File: config.mk
export PLATFORM = sky130hd
export DESIGN_NAME = trio_irq_ctrl
export DESIGN_NICKNAME = d
export VERILOG_FILES = /design/src/rtl/irq3_pkg.sv /design/src/rtl/irq3_sync.sv /design/src/rtl/irq3_detect.sv /design/src/rtl/irq3_regs.sv /design/src/rtl/trio_irq_ctrl.sv
export SDC_FILE = /design/constraint.sdc
export NUM_CORES = 1
export LEC_CHECK = 0
export BUFFER_PORTS_ARGS = -buffer_cell sky130_fd_sc_hd__buf_2
export CORE_ASPECT_RATIO = 1.2
export CORE_UTILIZATION = 40
export DETAILED_ROUTE_END_ITERATION = 6
export PLACE_DENSITY_LB_ADDON = 0.08
export SETUP_SLACK_MARGIN = 0.1
export SLEW_MARGIN = 20
export SYNTH_ARGS = -nofsm -noshare
export SYNTH_HDL_FRONTEND = slang
export SYNTH_SLANG_ARGS = --single-unit
File: constraint.sdc
create_clock -name clk -period 1.1 [get_ports clk]
set_input_delay 0.22 -clock clk [delete_from_list [all_inputs] [get_ports clk]]
set_output_delay 0.22 -clock clk [all_outputs]
set_load 0.005 [all_outputs]
File: src/rtl/irq3_pkg.sv
package irq3_pkg;
  localparam int NSRC      = 3;
  localparam int SRC_PIN   = 0;
  localparam int SRC_TMR   = 1;
  localparam int SRC_CHG   = 2;
  localparam int EN_LSB    = 4;
  localparam int GIE_BIT   = 7;
  localparam int REG_W     = 8;
  typedef logic [NSRC-1:0] src_vec_t;
endpackage

File: src/rtl/irq3_sync.sv
module irq3_sync #(
  parameter int W      = 1,
  parameter int STAGES = 2
) (
  input  logic         clk,
  input  logic         rst_n,
  input  logic [W-1:0] d,
  output logic [W-1:0] q
);
  logic [STAGES-1:0][W-1:0] stg;

  always_ff @(posedge clk) begin
    if (!rst_n) stg <= '0;
    else        stg <= {stg[STAGES-2:0], d};
  end

  assign q = stg[STAGES-1];
endmodule

File: src/rtl/irq3_detect.sv
module irq3_detect
  import irq3_pkg::*;
#(
  parameter int CHG_W = 4
) (
  input  logic             clk,
  input  logic             rst_n,
  input  logic             pin_s,
  input  logic             rise_sel,
  input  logic             tmr_ovf,
  input  logic [CHG_W-1:0] pins_s,
  input  logic             port_rd,
  output src_vec_t         hit
);
  logic             pin_d;
  logic [CHG_W-1:0] snap;

  always_ff @(posedge clk) begin
    if (!rst_n) begin
      pin_d <= 1'b0;
      snap  <= '0;
    end else begin
      pin_d <= pin_s;
      if (port_rd) snap <= pins_s;
    end
  end

  always_comb begin
    hit          = '0;
    hit[SRC_PIN] = rise_sel ? (pin_s & ~pin_d) : (~pin_s & pin_d);
    hit[SRC_TMR] = tmr_ovf;
    hit[SRC_CHG] = (pins_s != snap);
  end
endmodule

File: src/rtl/irq3_regs.sv
module irq3_regs
  import irq3_pkg::*;
(
  input  logic             clk,
  input  logic             rst_n,
  input  logic             wr_en,
  input  logic [REG_W-1:0] wdata,
  input  src_vec_t         hit,
  input  logic             accept,
  input  logic             ret_irq,
  output src_vec_t         flags,
  output src_vec_t         en,
  output logic             gie,
  output logic [REG_W-1:0] rdata
);
  src_vec_t flags_base;

  always_comb begin
    flags_base = wr_en ? wdata[NSRC-1:0] : flags;
  end

  always_ff @(posedge clk) begin
    if (!rst_n) begin
      flags <= '0;
      en    <= '0;
      gie   <= 1'b0;
    end else begin
      flags <= flags_base | hit;
      if (wr_en) en <= wdata[EN_LSB +: NSRC];
      if (accept)       gie <= 1'b0;
      else if (ret_irq) gie <= 1'b1;
      else if (wr_en)   gie <= wdata[GIE_BIT];
    end
  end

  always_comb begin
    rdata                 = '0;
    rdata[NSRC-1:0]       = flags;
    rdata[EN_LSB +: NSRC] = en;
    rdata[GIE_BIT]        = gie;
  end
endmodule

File: src/rtl/trio_irq_ctrl.sv
module trio_irq_ctrl
  import irq3_pkg::*;
#(
  parameter int          CHG_W       = 4,
  parameter int          SYNC_STAGES = 2,
  parameter int          ADDR_W      = 16,
  parameter logic [15:0] VEC_ADDR    = 16'h0004
) (
  input  logic              clk,
  input  logic              rst_n,
  input  logic              reg_wr_en,
  input  logic [7:0]        reg_wdata,
  output logic [7:0]        reg_rdata,
  input  logic              ext_pin,
  input  logic              ext_rise_sel,
  input  logic              tmr_ovf,
  input  logic [CHG_W-1:0]  port_pins,
  input  logic              port_rd,
  input  logic              core_ready,
  input  logic              ret_irq,
  output logic              vec_valid,
  output logic [ADDR_W-1:0] vec_addr,
  output logic              push_req,
  output logic              wake
);
  localparam int SYNC_W = CHG_W + 1;

  logic [SYNC_W-1:0] raw_in, sync_out;
  src_vec_t          hit, flags, en;
  logic              gie, accept, pending;

  assign raw_in = {port_pins, ext_pin};

  irq3_sync #(.W(SYNC_W), .STAGES(SYNC_STAGES)) sync_i (
    .clk(clk), .rst_n(rst_n), .d(raw_in), .q(sync_out)
  );

  irq3_detect #(.CHG_W(CHG_W)) det_i (
    .clk(clk), .rst_n(rst_n), .pin_s(sync_out[0]), .rise_sel(ext_rise_sel),
    .tmr_ovf(tmr_ovf), .pins_s(sync_out[SYNC_W-1:1]), .port_rd(port_rd),
    .hit(hit)
  );

  irq3_regs regs_i (
    .clk(clk), .rst_n(rst_n), .wr_en(reg_wr_en), .wdata(reg_wdata),
    .hit(hit), .accept(accept), .ret_irq(ret_irq), .flags(flags),
    .en(en), .gie(gie), .rdata(reg_rdata)
  );

  assign pending   = |(flags & en);
  assign wake      = pending;
  assign vec_valid = gie & pending;
  assign accept    = vec_valid & core_ready;
  assign push_req  = accept;
  assign vec_addr  = VEC_ADDR[ADDR_W-1:0];
endmodule

==> impl_metrics.tcl, run 1 <==
set metrics [dict create \
    portBuffers 29 \
    synth_area_um2 927 \
    synth_top_family_by_area "simple AND/OR/NAND/NOR gates" \
    ioPinCount 48 \
    critical_path.slowest_cell "dfxtp_2" \
    clockBufferDepth 2 \
    post-dp-hpwl_mm 1.10 \
    fin_crit_ns 1.53 \
    grtUsageTotal_pct 12.3 \
    cts.sinks 22 \
    grt_overflow 0 \
    met3_usage_pct 2.97 \
    final_cell_mix "buf_2, conb_1, dfxtp_1" \
    p_per_area_mw_per_mm2 1210 \
    htreeDepth 1 \
    critical_path_peak_fanout 3 \
    setup_ws_ns -0.428 \
    worstSetupPathType "reg -> out" \
    cp_cell_sequence "a222oi_1, buf_4, inv_1, buf_2" \
    dp.cells 153 \
    ir_worst_vdd_uv 657 \
    grt_pass1_wl_mm 2.18 \
    fillers 217 \
    dpl_cell_area_mm2 0.00106 \
    num_antenna_cells 0 \
    grt_pass1_vias 587 \
    power_switching_mw 0.332 \
    die_x_um 46.0 \
    clkPwrFrac_pct 23.7 \
    dr.pass1.iters 4 \
    setup_viol 6 \
    cts_buffers 3 \
    utilization_pct 56.1 \
    seq_power_share_pct 59.8 \
    r2r_end "regs_i.gie" \
    start_kind "register" \
    hold_start "ext_pin" \
    num_vias 676 \
    ys_types 22 \
    synthCells 95 \
    use_met2_pct 24.9 \
    grt.busiest_layer "met2" \
    instances_no_fill 160 \
    path_clk_slew_ns 0.11 \
    wl_per_cell_um 9.41 \
    antenna_found_initial 0 \
    root_buffer "clkbuf_4" \
    gp_congestion 0.700 \
    cpPeakStageDelay_ns 0.34 \
    yosys.area_share.simple_pct 17.3 \
    final_common_cell "buf_2" \
    skew_ns 0.00169 \
    synth-adder-area-share_pct 0 \
    ys_ff_latch 22 \
    period_share_pct 139 \
    timing_hold_violations_final 0 \
    met1_usage_pct 10.9 \
    ant_nets 0 \
    area_delta_synth_final_pct 28.2 \
    switching_share_pct 23.0 \
    die_area_mm2 0.00252 \
    intPower_mw 1.11 \
    rsz0062_at_grt "yes" \
    design_area_mm2 0.00119 \
    drt-vias-per-instance 4.23 \
    synth_warnings 0 \
    yosysSeqAreaShare_pct 47.5 \
    die_h_um 54.7 \
    finalNetCount 153 \
    worstPathRequired_ns 0.88 \
    dp_slack_ns -0.0895 \
    initial_utilization_pct 43.8 \
    r2r_start "regs_i.flags[0]" \
    muxShareOfSynthArea_pct 8.64 \
    leakage_nw 0.600 \
    holdPathStages 2 \
    cap_viol_max_count 0 \
    cts_tree "done" \
    synth_compound_area_share_pct 4.86 \
    wl_mm 1.51 \
    drv_slew 0 \
    violations "negative setup slack" \
    synth_xor_area_share_pct 3.78 \
    core_area_mm2 0.00212 \
    max_freq_mhz 654 \
    arrival_ns 1.31 \
    worstSkewPairLatency_ns 0.29 \
    drc 0 \
    ff2ff_path_depth 5 \
    grt_max_degree 13 \
    p_comb_share_pct 16.5 \
    drive_gt1_share_pct 40.8 \
    hold_end "sync_i.stg[0]" \
    drt_iter0_markers 4 \
    placementRows 18 \
    hold_path_class "in -> reg" \
    ctsHoldBuffers 0 \
    r2r_setup_slack_ns -0.06 \
    status "finished, violations left" \
    cp-end-kind "output port" \
    synth_area_per_cell_um2 9.76 \
]
sequential cells by signal (all words and copies together) (netlist names):
register / cells
sync_i.stg: 5
det_i.snap: 4
regs_i.gie: 1
regs_i.en: 3
det_i.pin_d: 1
regs_i.flags: 3
sync_i.q: 5
layout make-up:
class / instances / area, µm² / share of cell area [%]
sequential: 22 / 449 / 37.8
clock buffer: 3 / 22.5 / 1.89
multi-input combinational: 64 / 398 / 33.5
inverter: 2 / 7.51 / 0.632
tap: 30 / 37.5 / 3.16
timing repair buffer: 39 / 274 / 23.1
worst max-delay path: cells and delay by family, from the launching register on:
family	cells	cell delay, ns
flip-flops	1	0.34
buffers and inverters	3	0.34
AO/OA/AOI/OAI	1	0.33
synth_stat cells:
library cell	count	area, µm²
nor2_1	10	37.5
xnor2_1	1	8.76
nand2_1	1	3.75
buf_4	18	135
nor3_2	1	10.0
and2_1	11	68.8
a21oi_1	1	5.00
nor2b_2	1	8.76
nand3b_1	1	7.51
buf_2	1	5.00
conb_1	2	7.51
a31oi_1	1	6.26
dfxtp_1	22	440
mux2i_1	8	80.1
inv_1	2	7.51
a221oi_1	1	8.76
a222oi_1	1	10.0
nor2b_1	3	18.8
a211oi_1	2	15.0
xor2_1	3	26.3
nor3_1	1	5.00
clkbuf_1	3	11.3
cells by family (layout without fill, tap and decap cells):
logic type                Yosys count  after routing
muxes                               8              8
other                               2             17
AOI/OAI and AO/OA                   6              6
xor gates and xnor gates            4              4
buffers and inverters              24             44
DFF                                22             22
and+or+nand+nor                    29             29
power by group through the flow:
stage / clock network, mW / registers (mW) / logic, mW
final: 0.342 / 0.863 / 0.238
after global routing: 0.403 / 0.868 / 0.267
after CTS: 0.363 / 0.863 / 0.233
after detailed placement: 0 / 0.876 / 0.185
after global placement: 0 / 0.875 / 0.181
after floorplan: 0 / 0.876 / 0.144
how the worst max path moves through the flow:
stage / from / to
final: regs_i.flags[0] / wake
after global routing: regs_i.flags[0] / wake
after CTS: regs_i.en[0] / vec_valid
after detailed placement: regs_i.en[0] / push_req
after global placement: regs_i.en[0] / push_req
after floorplan: regs_i.en[0] / regs_i.gie
through the flow:
step / setup TNS, ns / hold slack, ns / power (mW)
global placement: -0.317 / 0.415 / 1.06
CTS: -1.81 / 0.111 / 1.46
detailed placement: -0.331 / 0.418 / 1.06
finish: -1.47 / 0.121 / 1.44
floorplan: 0 / 0.341 / 1.02
global route: -2.06 / 0.0975 / 1.54
repair_timing:
action	in CTS	in global routing
pin swaps	1	3
setup endpoints to repair	12	13
gates resized for setup	19	7
gates cloned	0	0
buffers inserted	5	5
layer usage:
metal	vias up	wire [µm]
li1	339	-
met1	302	585
met2	33	812
met3	2	96
met4	0	9
met5	-	0
No activity file was read; power rests on OpenSTA's default activity.
==> inputs of run 2 (changes only) <==
- PLACE_DENSITY: default -> 0.74
- PLACE_DENSITY_LB_ADDON: 0.08 -> default
==> impl_metrics.tcl, run 2 (synthesis results as in run 1) <==
set metrics [dict create \
    violations "negative setup slack" \
    cts_buffers 3 \
    path_clk_slew_ns 0.11 \
    clkPwrFrac_pct 28.6 \
    period_share_pct 142 \
    num_vias 677 \
    initial_utilization_pct 43.8 \
    ant_nets 0 \
    portBuffers 29 \
    final_common_cell "buf_2" \
    p_comb_share_pct 14.3 \
    seq_power_share_pct 57.1 \
    max_freq_mhz 639 \
    wl_per_cell_um 9.36 \
    cts.sinks 22 \
    grt_max_degree 13 \
    hold_start "port_pins[2]" \
    worstPathRequired_ns 0.88 \
    ir_worst_vdd_uv 694 \
    fin_crit_ns 1.57 \
    startpoint "regs_i.en[0]" \
    grt_pass1_vias 626 \
    die_area_mm2 0.00252 \
    antenna_found_initial 0 \
    ff2ff_path_depth 5 \
    ioPinCount 48 \
    grt_overflow 0 \
    drt_iter0_markers 2 \
    worstSkewPairLatency_ns 0.31 \
    start_kind "register" \
    die_x_um 46.0 \
    dr.pass1.iters 4 \
    switching_share_pct 22.6 \
    setup_tns_ns -1.56 \
    setup_ws_ns -0.465 \
    r2r_setup_slack_ns -0.09 \
    power_switching_mw 0.342 \
    cts_tree "done" \
    skew_ns 0.00236 \
    hold_path_class "in -> reg" \
    clockBufferDepth 2 \
    power_mw 1.51 \
    num_antenna_cells 0 \
    worstSetupPathType "reg -> out" \
    gp_congestion 0.648 \
    placementRows 18 \
    htreeDepth 1 \
    cp-end-kind "output port" \
    design_area_mm2 0.00117 \
    wl_mm 1.50 \
    arrival_ns 1.35 \
    grt_pass1_wl_mm 2.44 \
    die_h_um 54.7 \
    ctsHoldBuffers 0 \
    r2r_start "regs_i.en[0]" \
    status "finished, violations left" \
    cap_viol_max_count 0 \
    drt-vias-per-instance 4.23 \
    drc 0 \
    holdPathStages 2 \
    root_buffer "clkbuf_4" \
    dpl_cell_area_mm2 0.00106 \
    core_area_mm2 0.00212 \
    drive_gt1_share_pct 40.0 \
    rsz0062_at_grt "yes" \
    area_delta_synth_final_pct 26.2 \
    finalNetCount 152 \
    drv_slew 0 \
    final_cell_mix "buf_2, conb_1, dfxtp_1" \
    intPower_mw 1.17 \
    leakage_nw 0.596 \
    utilization_pct 55.3 \
    dp_slack_ns -0.0875 \
    setup_viol 5 \
    timing_hold_violations_final 0 \
    grtUsageTotal_pct 14.2 \
    post-dp-hpwl_mm 1.18 \
    critical_path_peak_fanout 3 \
    p_per_area_mw_per_mm2 1290 \
]
==> run 2: cell count changes in the layout (fill, tap and decap cells not counted) <==
cell / change
nor2b_4: -1
buf_2: +1
a221oi_2: -1
a221oi_1: +1
clkbuf_8: +1
buf_4: +1
nor2b_2: +1
buf_6: -3
==> run 2: worst max-delay path: stages (launching register included) <==
cell and delay, ns:
dfxtp_2 0.34, a222oi_1 0.36, buf_4 0.19, nor2_2 0.04
buf_2 0.12
==> run 2: final timing paths <==
| kind | endpoint |
|---|---|
| worst max-delay path | push_req |
| worst min register to register | sync_i.q[0] |
| worst min-delay path | sync_i.stg[3] |
| worst max register to register | regs_i.gie |
==> run 2: what timing repair did <==
item | 4_1_cts | 5_1_grt
setup buffers | 2 | 4
resized for setup | 15 | 2
pin swaps | 2 | 1
endpoints found under the setup margin | 11 | 11
==> run 2: metrics by stage <==
stage / hold WS, ns / std cells
final: 0.112 / 160
after detailed placement: 0.420 / 153
after CTS: 0.100 / 158
after global routing: 0.109 / 160
after global placement: 0.414 / 153
after floorplan: 0.341 / 110
==> run 2: power groups by stage <==
| stage | combinational, mW | clock (mW) | sequential, mW |
|---|---|---|---|
| 6_report | 0.217 | 0.433 | 0.863 |
| 5_1_grt | 0.247 | 0.477 | 0.869 |
| 4_1_cts | 0.212 | 0.445 | 0.863 |
| 3_5_place_dp | 0.185 | 0 | 0.876 |
| 3_3_place_gp | 0.178 | 0 | 0.874 |
| 2_1_floorplan | 0.144 | 0 | 0.876 |
==> run 2: cell type report <==
| class | count | area [µm²] |
|---|---|---|
| sequential | 22 | 449 |
| fill | 214 | 947 |
| inverter | 2 | 7.51 |
| timing repair buffer | 38 | 253 |
| tap | 30 | 37.5 |
| clock buffer | 4 | 36.3 |
| multi-input combinational | 64 | 387 |
==> run 2: metal layers <==
metal,track usage [%],routed length [µm],vias to the layer above
li1,-,-,337
met1,11.7,536,298
met2,28.2,813,37
met3,3.30,108,5
met4,10.3,39,0
met5,0,0,-
